File: src/rtl/cfgtlp_pkg.sv
package cfgtlp_pkg;

    localparam int WORD_W    = 32;
    localparam int STAT_W    = 3;
    localparam int HDR_WORDS = 3;
    localparam int IDX_W     = 2;

    localparam logic [STAT_W-1:0] STAT_TIMEOUT = 3'b111;

    // register word indices (byte address / 4)
    localparam int RI_HDR0  = 0;
    localparam int RI_HDR1  = 1;
    localparam int RI_HDR2  = 2;
    localparam int RI_WDATA = 3;
    localparam int RI_CTRL  = 4;
    localparam int RI_RDATA = 5;
    localparam int RI_LIMIT = 6;

    typedef enum logic [1:0] {
        SQ_IDLE = 2'd0,
        SQ_SEND = 2'd1,
        SQ_WAIT = 2'd2
    } seq_state_e;

    typedef struct packed {
        logic [WORD_W-1:0] data;
        logic              last;
    } beat_t;

    typedef struct packed {
        logic [STAT_W-1:0] status;
        logic [WORD_W-1:0] data;
    } cpl_t;

    // format bit 30 set means the request carries a data dword
    function automatic logic has_payload(input logic [WORD_W-1:0] h0);
        return h0[30];
    endfunction

    function automatic logic [IDX_W-1:0] final_index(input logic [WORD_W-1:0] h0);
        return has_payload(h0) ? IDX_W'(HDR_WORDS) : IDX_W'(HDR_WORDS - 1);
    endfunction

    function automatic logic [WORD_W-1:0] ctrl_image(input logic [STAT_W-1:0] st,
                                                      input logic busy);
        logic [WORD_W-1:0] w;
        w      = '0;
        w[7:5] = st;
        w[0]   = busy;
        return w;
    endfunction

endpackage

File: src/rtl/cfgtlp_regs.sv
module cfgtlp_regs
    import cfgtlp_pkg::*;
#(
    parameter int ADDR_W   = 8,
    parameter int TMO_W    = 16,
    parameter int TMO_INIT = 1000
) (
    input  logic                              clk,
    input  logic                              rst,
    input  logic                              reg_sel,
    input  logic                              reg_wr,
    input  logic [ADDR_W-1:0]                 reg_addr,
    input  logic [WORD_W-1:0]                 reg_wdata,
    output logic [WORD_W-1:0]                 reg_rdata,
    output logic                              reg_ack,
    input  logic                              busy,
    input  logic [STAT_W-1:0]                 status,
    input  logic [WORD_W-1:0]                 rd_word,
    output logic [HDR_WORDS-1:0][WORD_W-1:0]  hdr,
    output logic [WORD_W-1:0]                 pay,
    output logic [TMO_W-1:0]                  limit,
    output logic                              start
);

    localparam int IW = ADDR_W - 2;

    logic [IW-1:0] idx;
    logic          aligned;
    logic          wr_ok;

    assign idx     = reg_addr[ADDR_W-1:2];
    assign aligned = (reg_addr[1:0] == 2'b00);
    assign wr_ok   = reg_sel && reg_wr && aligned && !busy;
    assign start   = wr_ok && (idx == IW'(RI_CTRL)) && reg_wdata[0];

    genvar g;
    generate
        for (g = 0; g < HDR_WORDS; g++) begin : g_hdr
            always_ff @(posedge clk) begin
                if (rst)
                    hdr[g] <= '0;
                else if (wr_ok && idx == IW'(RI_HDR0 + g))
                    hdr[g] <= reg_wdata;
            end
        end
    endgenerate

    always_ff @(posedge clk) begin
        if (rst) begin
            pay   <= '0;
            limit <= TMO_W'(TMO_INIT);
        end else if (wr_ok) begin
            if (idx == IW'(RI_WDATA)) pay   <= reg_wdata;
            if (idx == IW'(RI_LIMIT)) limit <= reg_wdata[TMO_W-1:0];
        end
    end

    logic [WORD_W-1:0] rd_mux;
    always_comb begin
        rd_mux = '0;
        if (aligned) begin
            case (idx)
                IW'(RI_HDR0):  rd_mux = hdr[0];
                IW'(RI_HDR1):  rd_mux = hdr[1];
                IW'(RI_HDR2):  rd_mux = hdr[2];
                IW'(RI_WDATA): rd_mux = pay;
                IW'(RI_CTRL):  rd_mux = ctrl_image(status, busy);
                IW'(RI_RDATA): rd_mux = rd_word;
                IW'(RI_LIMIT): rd_mux = WORD_W'(limit);
                default:       rd_mux = '0;
            endcase
        end
    end

    always_ff @(posedge clk) begin
        if (rst) begin
            reg_ack   <= 1'b0;
            reg_rdata <= '0;
        end else begin
            reg_ack <= reg_sel;
            if (reg_sel && !reg_wr)
                reg_rdata <= rd_mux;
        end
    end

endmodule

File: src/rtl/cfgtlp_tmo.sv
module cfgtlp_tmo #(
    parameter int TMO_W = 16
) (
    input  logic             clk,
    input  logic             rst,
    input  logic             run,
    input  logic [TMO_W-1:0] limit,
    output logic             expired
);

    logic [TMO_W-1:0] cnt;

    always_ff @(posedge clk) begin
        if (rst || !run)
            cnt <= '0;
        else if (cnt != {TMO_W{1'b1}})
            cnt <= cnt + 1'b1;
    end

    assign expired = run && (cnt >= limit);

endmodule

File: src/rtl/cfgtlp_seq.sv
module cfgtlp_seq
    import cfgtlp_pkg::*;
(
    input  logic                              clk,
    input  logic                              rst,
    input  logic                              start,
    input  logic [HDR_WORDS-1:0][WORD_W-1:0]  hdr,
    input  logic [WORD_W-1:0]                 pay,
    input  logic                              tx_ready,
    output beat_t                             beat,
    output logic                              beat_valid,
    input  logic                              cpl_valid,
    input  cpl_t                              cpl,
    input  logic                              expired,
    output logic                              busy,
    output logic                              waiting,
    output logic [STAT_W-1:0]                 status,
    output logic [WORD_W-1:0]                 rd_word
);

    seq_state_e      state;
    logic [IDX_W-1:0] bidx;
    logic [IDX_W-1:0] fin;

    assign fin        = final_index(hdr[0]);
    assign busy       = (state != SQ_IDLE);
    assign waiting    = (state == SQ_WAIT);
    assign beat_valid = (state == SQ_SEND);

    always_comb begin
        beat.last = beat_valid && (bidx == fin);
        if (bidx < IDX_W'(HDR_WORDS))
            beat.data = hdr[bidx];
        else
            beat.data = pay;
    end

    always_ff @(posedge clk) begin
        if (rst) begin
            state   <= SQ_IDLE;
            bidx    <= '0;
            status  <= '0;
            rd_word <= '0;
        end else begin
            case (state)
                SQ_IDLE: begin
                    if (start) begin
                        state  <= SQ_SEND;
                        bidx   <= '0;
                        status <= '0;
                    end
                end
                SQ_SEND: begin
                    if (tx_ready) begin
                        if (bidx == fin)
                            state <= SQ_WAIT;
                        else
                            bidx <= bidx + 1'b1;
                    end
                end
                SQ_WAIT: begin
                    if (cpl_valid) begin
                        state  <= SQ_IDLE;
                        status <= cpl.status;
                        if (!has_payload(hdr[0]) && cpl.status == '0)
                            rd_word <= cpl.data;
                    end else if (expired) begin
                        state  <= SQ_IDLE;
                        status <= STAT_TIMEOUT;
                    end
                end
                default: state <= SQ_IDLE;
            endcase
        end
    end

endmodule

File: src/rtl/cfgtlp_engine.sv
module cfgtlp_engine
    import cfgtlp_pkg::*;
#(
    parameter int ADDR_W   = 8,
    parameter int TMO_W    = 16,
    parameter int TMO_INIT = 1000
) (
    input  logic              clk,
    input  logic              rst,
    input  logic              reg_sel,
    input  logic              reg_wr,
    input  logic [ADDR_W-1:0] reg_addr,
    input  logic [31:0]       reg_wdata,
    output logic [31:0]       reg_rdata,
    output logic              reg_ack,
    output logic              tx_valid,
    input  logic              tx_ready,
    output logic [31:0]       tx_data,
    output logic              tx_last,
    input  logic              cpl_valid,
    input  logic [2:0]        cpl_status,
    input  logic [31:0]       cpl_data
);

    logic [HDR_WORDS-1:0][WORD_W-1:0] hdr;
    logic [WORD_W-1:0]                pay;
    logic [TMO_W-1:0]                 limit;
    logic                             start;
    logic                             busy;
    logic                             waiting;
    logic                             expired;
    logic [STAT_W-1:0]                status;
    logic [WORD_W-1:0]                rd_word;
    beat_t                            beat;
    cpl_t                             cpl;

    assign cpl.status = cpl_status;
    assign cpl.data   = cpl_data;
    assign tx_data    = beat.data;
    assign tx_last    = beat.last;

    cfgtlp_regs #(
        .ADDR_W   (ADDR_W),
        .TMO_W    (TMO_W),
        .TMO_INIT (TMO_INIT)
    ) i_regs (
        .clk       (clk),
        .rst       (rst),
        .reg_sel   (reg_sel),
        .reg_wr    (reg_wr),
        .reg_addr  (reg_addr),
        .reg_wdata (reg_wdata),
        .reg_rdata (reg_rdata),
        .reg_ack   (reg_ack),
        .busy      (busy),
        .status    (status),
        .rd_word   (rd_word),
        .hdr       (hdr),
        .pay       (pay),
        .limit     (limit),
        .start     (start)
    );

    cfgtlp_seq i_seq (
        .clk        (clk),
        .rst        (rst),
        .start      (start),
        .hdr        (hdr),
        .pay        (pay),
        .tx_ready   (tx_ready),
        .beat       (beat),
        .beat_valid (tx_valid),
        .cpl_valid  (cpl_valid),
        .cpl        (cpl),
        .expired    (expired),
        .busy       (busy),
        .waiting    (waiting),
        .status     (status),
        .rd_word    (rd_word)
    );

    cfgtlp_tmo #(
        .TMO_W (TMO_W)
    ) i_tmo (
        .clk     (clk),
        .rst     (rst),
        .run     (waiting),
        .limit   (limit),
        .expired (expired)
    );

endmodule

File: config.mk
export PLATFORM = sky130hd
export DESIGN_NAME = cfgtlp_engine
export DESIGN_NICKNAME = d
export VERILOG_FILES = /design/src/rtl/cfgtlp_pkg.sv /design/src/rtl/cfgtlp_regs.sv /design/src/rtl/cfgtlp_tmo.sv /design/src/rtl/cfgtlp_seq.sv /design/src/rtl/cfgtlp_engine.sv
export SDC_FILE = /design/constraint.sdc
export NUM_CORES = 1
export LEC_CHECK = 0
export BUFFER_PORTS_ARGS = -buffer_cell sky130_fd_sc_hd__buf_2
export CAP_MARGIN = 10
export CORE_MARGIN = 1
export CORE_UTILIZATION = 46
export DETAILED_ROUTE_END_ITERATION = 6
export PLACE_DENSITY_LB_ADDON = 0.1
export SLEW_MARGIN = 20
export SYNTH_ARGS = -nofsm -noshare
export SYNTH_HDL_FRONTEND = slang
export SYNTH_HIERARCHICAL = 1
export SYNTH_SLANG_ARGS = --single-unit
File: constraint.sdc
create_clock -name clk -period 2.5 [get_ports clk]
set_clock_uncertainty 0.05 [all_clocks]
set_input_delay 0 -clock clk [delete_from_list [all_inputs] [get_ports clk]]
set_output_delay 0 -clock clk [all_outputs]
set_load 0.02 [all_outputs]
==> run summary <==
status - complete, but fails checks
failing checks - design-rule violations
RSZ-0062 raised after global routing - true
drt wl/cell - 20.8 um
initial DRC count - 953
Critical Path RT - 2.85 ns
Die Ht - 161 um
Post-DP Area - 0.0128 mm^2
FF+latch area - 0.00465 mm^2
flop2flop setup slack - 0.05 ns
DR pass1 iterations - 7
Die ar. - 0.0259 mm^2
DR vias - 10700
antenna violations before repair - 1
CTS Root Cell - clkbuf_16
leakage - 6.36 nW
Post-DRT Antenna Nets - 0
Layout area overhead - 26.5%
number of flops mapped to enable cells by yosys - 0
worst slew pin tran - 0.940 ns
final wirelength - 37800 um
maximum VDD drop - 0.000469 V
global-route wire length before repair - 58200 um
Max-cap violations - 0
crit path capture type - flip-flop
Total Power - 8.29 mW
mean post-synth cell area - 9.25 um^2
Placer Congestion - 0.826
largest net degree at the start of global routing - 72
Synthesis Warnings - 6
final std cell area, no fill - 0.0147 mm^2
Final Net Count - 1573
TritonCTS clock tree - yes
Layout Utilization - 59.9%
via/cell ratio - 5.88
global-route usage over all layers - 28.5%
Netlist cell types - 76
synthesized instance count - 1257
Reg-to-Reg Start - i_regs/limit[14]$_SDFFE_PP0P_
GRT busiest layer - met2
Setup violations, final - 0
Detailed Place HPWL - 24200 um
register area share after synthesis - 40.0%
minimum clock period - 2.45 ns
die width - 161 um
share of cells above drive strength 1 - 22.2%
Top FF cell, synth - dfxtp_1
GR Layer Usage met2 - 48.2%
H-tree Lvls - 1
clock transition at the registers of the reported paths - 0.06 ns
Hold Crit Depth - 5
I/O pin count - 148
Sink Count - 232
area of the multi-input gates - 0.00646 mm^2
Hold WS - 0.0179 ns
headroom to the max-slew limit - 37.3%
crit path launch type - flip-flop
Net Count, Synth - 1356
Final period util - 98.1%
M1 GR Usage - 38.2%
grt met3 use - 2.89%
hold path endpoint - i_seq/rd_word[20]$_SDFFE_PP0P_
vias in the first global route - 10400
fmax - 0.408 GHz
gr ovfl total - 0
CP arrival - 2.80 ns
Synth Register Bits - 232
final hold vios - 0
Num CTS Buffers - 26
synthesized area - 0.0116 mm^2
Final Slew Violations - 0
Hold Startpoint - cpl_status[1]
initial core utilization - 47.4%
Port Buf Inserts - 147
Worst Hold Class - input pin to flip-flop
post-CTS setup buffers - 0
worst skew pair latency - 0.54 ns
Worst Reg-to-Reg Cells - 9
# rows - 57
pwr/cell area - 564 mW/mm^2
post-synthesis async set-or-reset flop share - 0%
fill count - 2175
DRC - 5
Core ar. - 0.0245 mm^2
Max Fanout on Critical Path - 3
CP Class - flip-flop to flip-flop
r2r endpoint - i_seq/status[2]$_SDFFE_PP0P_
clock buffer depth - 3
## timing repair
| action | 4_1_cts | 5_1_grt |
|---|---|---|
| cloned | 0 | 0 |
| resized for setup | 4 | 11 |
| hold buffers | 95 | 0 |
| setup endpoints to repair | 25 | 3 |
| pin swaps | 0 | 6 |
| hold endpoints to repair | 189 | 0 |
## kinds of logic after synthesis
| logic type | synth area share, % |
|---|---|
| adder cells (fa/ha/maj) | 1.94 |
| XOR/XNOR | 0.151 |
| flip-flops | 40.0 |
| buffers and inverters | 5.17 |
| AND/OR/NAND/NOR | 15.4 |
| multiplexers | 19.6 |
| AO/OA/AOI/OAI | 17.7 |
## where the power goes
part	total (mW)	leakage [nW]	switching (mW)	internal [mW]
Sequential	3.70	1.87	0.00141	3.70
Combinational	0.450	4.03	0.264	0.186
Clock	4.15	0.458	1.57	2.57
Total	8.29	6.36	1.84	6.46
## cell usage after synthesis, types with 3 or more instances
library cell / number / area, um^2
nand4_1: 6 / 37.5
nand4_2: 5 / 62.6
buf_4: 9 / 67.6
o21ai_0: 15 / 75.1
nor2_1: 119 / 447
and3_1: 3 / 18.8
ha_1: 18 / 225
clkbuf_1: 49 / 184
nand2_1: 112 / 420
a222oi_1: 27 / 270
a21o_1: 5 / 37.5
o2111ai_1: 3 / 26.3
dfxtp_1: 232 / 4640
mux2_2: 50 / 563
inv_1: 20 / 75.1
nand3_1: 41 / 205
a22oi_1: 24 / 180
buf_2: 40 / 200
o21ai_1: 30 / 150
nor2b_1: 10 / 62.6
buf_1: 7 / 26.3
and2_1: 7 / 43.8
a31oi_1: 4 / 25.0
nand3b_1: 6 / 45.0
mux2i_1: 167 / 1670
o2bb2ai_1: 45 / 394
nand2b_1: 16 / 100
nor3_1: 8 / 40.0
a22o_1: 3 / 26.3
nand4b_1: 3 / 26.3
a32o_1: 3 / 30.0
a21oi_1: 82 / 410
a221oi_1: 28 / 245
buf_6: 3 / 33.8
and4_1: 5 / 43.8
## how the worst max path moves through the flow
| stage | from | to | slack [ns] |
|---|---|---|---|
| floorplan | i_seq/state[0]$_SDFFE_PP0P_ | i_seq/bidx[1]$_SDFFE_PP0P_ | 0.006 |
| global placement | i_tmo/cnt[0]$_SDFFE_PP0P_ | i_seq/status[1]$_SDFFE_PP0P_ | -0.05 |
| detailed placement | i_tmo/cnt[0]$_SDFFE_PP0P_ | i_seq/status[0]$_SDFFE_PP0P_ | -0.02 |
| CTS | i_regs/limit[14]$_SDFFE_PP0P_ | i_seq/status[2]$_SDFFE_PP0P_ | 0.02 |
| global route | i_regs/limit[1]$_SDFFE_PP0P_ | i_seq/status[0]$_SDFFE_PP0P_ | -0.01 |
| finish | i_regs/limit[14]$_SDFFE_PP0P_ | i_seq/status[2]$_SDFFE_PP0P_ | 0.05 |
## critical path, cell delays in order (launching register included)
cell      delay, ns
dfxtp_1        0.36
inv_1          0.06
ha_1           0.32
and3_1         0.17
o21ai_1        0.18
o41ai_1        0.10
o41a_1         0.48
or3b_4         0.43
nand4b_1       0.11
a21oi_1        0.07
## layer usage
layer / share of wire (%) / vias up
met5: 0 / -
met4: 2.5 / 0
met3: 5.6 / 67
met2: 48 / 389
met1: 44 / 5188
li1: - / 5053
## state kept, by name, indices dropped and copies added (netlist names)
name,cells
i_seq/state,2
i_regs/limit,16
i_regs/pay,32
i_tmo/cnt,16
i_seq/rd_word,32
i_regs/reg_ack,1
i_regs/hdr,96
i_seq/status,3
i_seq/bidx,2
i_regs/reg_rdata,32
## through the flow
stage                     setup slack (ns)  TNS (ns)  std cells
after floorplan                    0.00560         0       1257
after global placement             -0.0507    -0.148       1675
after detailed placement           -0.0153   -0.0370       1675
after CTS                           0.0215         0       1817
after global routing               -0.0132   -0.0132       1818
final                               0.0480         0       1818
## cell usage in the layout (no fill, tap or decap), types with 6 or more instances in the layout
master and count:
dlygate4sd3_1 95, nor2b_1 9, o21ai_1 33, a22oi_1 24, and2_1 7, nor2_1 119, mux2_2 50, nand3_1 41
nand2_1 112, a221oi_1 28, nand3b_1 6, dfxtp_1 229, buf_2 146, nand2b_1 14, ha_1 17, o2bb2ai_1 45
nand4_1 6, nor3_1 8, clkbuf_16 26, inv_1 20, mux2i_1 167, buf_4 53, a21oi_1 82, a222oi_1 27
o21ai_0 12
## layout make-up
type,count,share of cell area [%]
clock inverters,12,1.35
repair buffers,299,14.8
diodes,1,0.0170
flip-flops and latches,232,31.6
inverters,21,0.536
clock buffers,35,5.00
well taps,324,2.76
multi-input cells,894,43.9
Note: power is estimated with default switching activity, not from simulation.
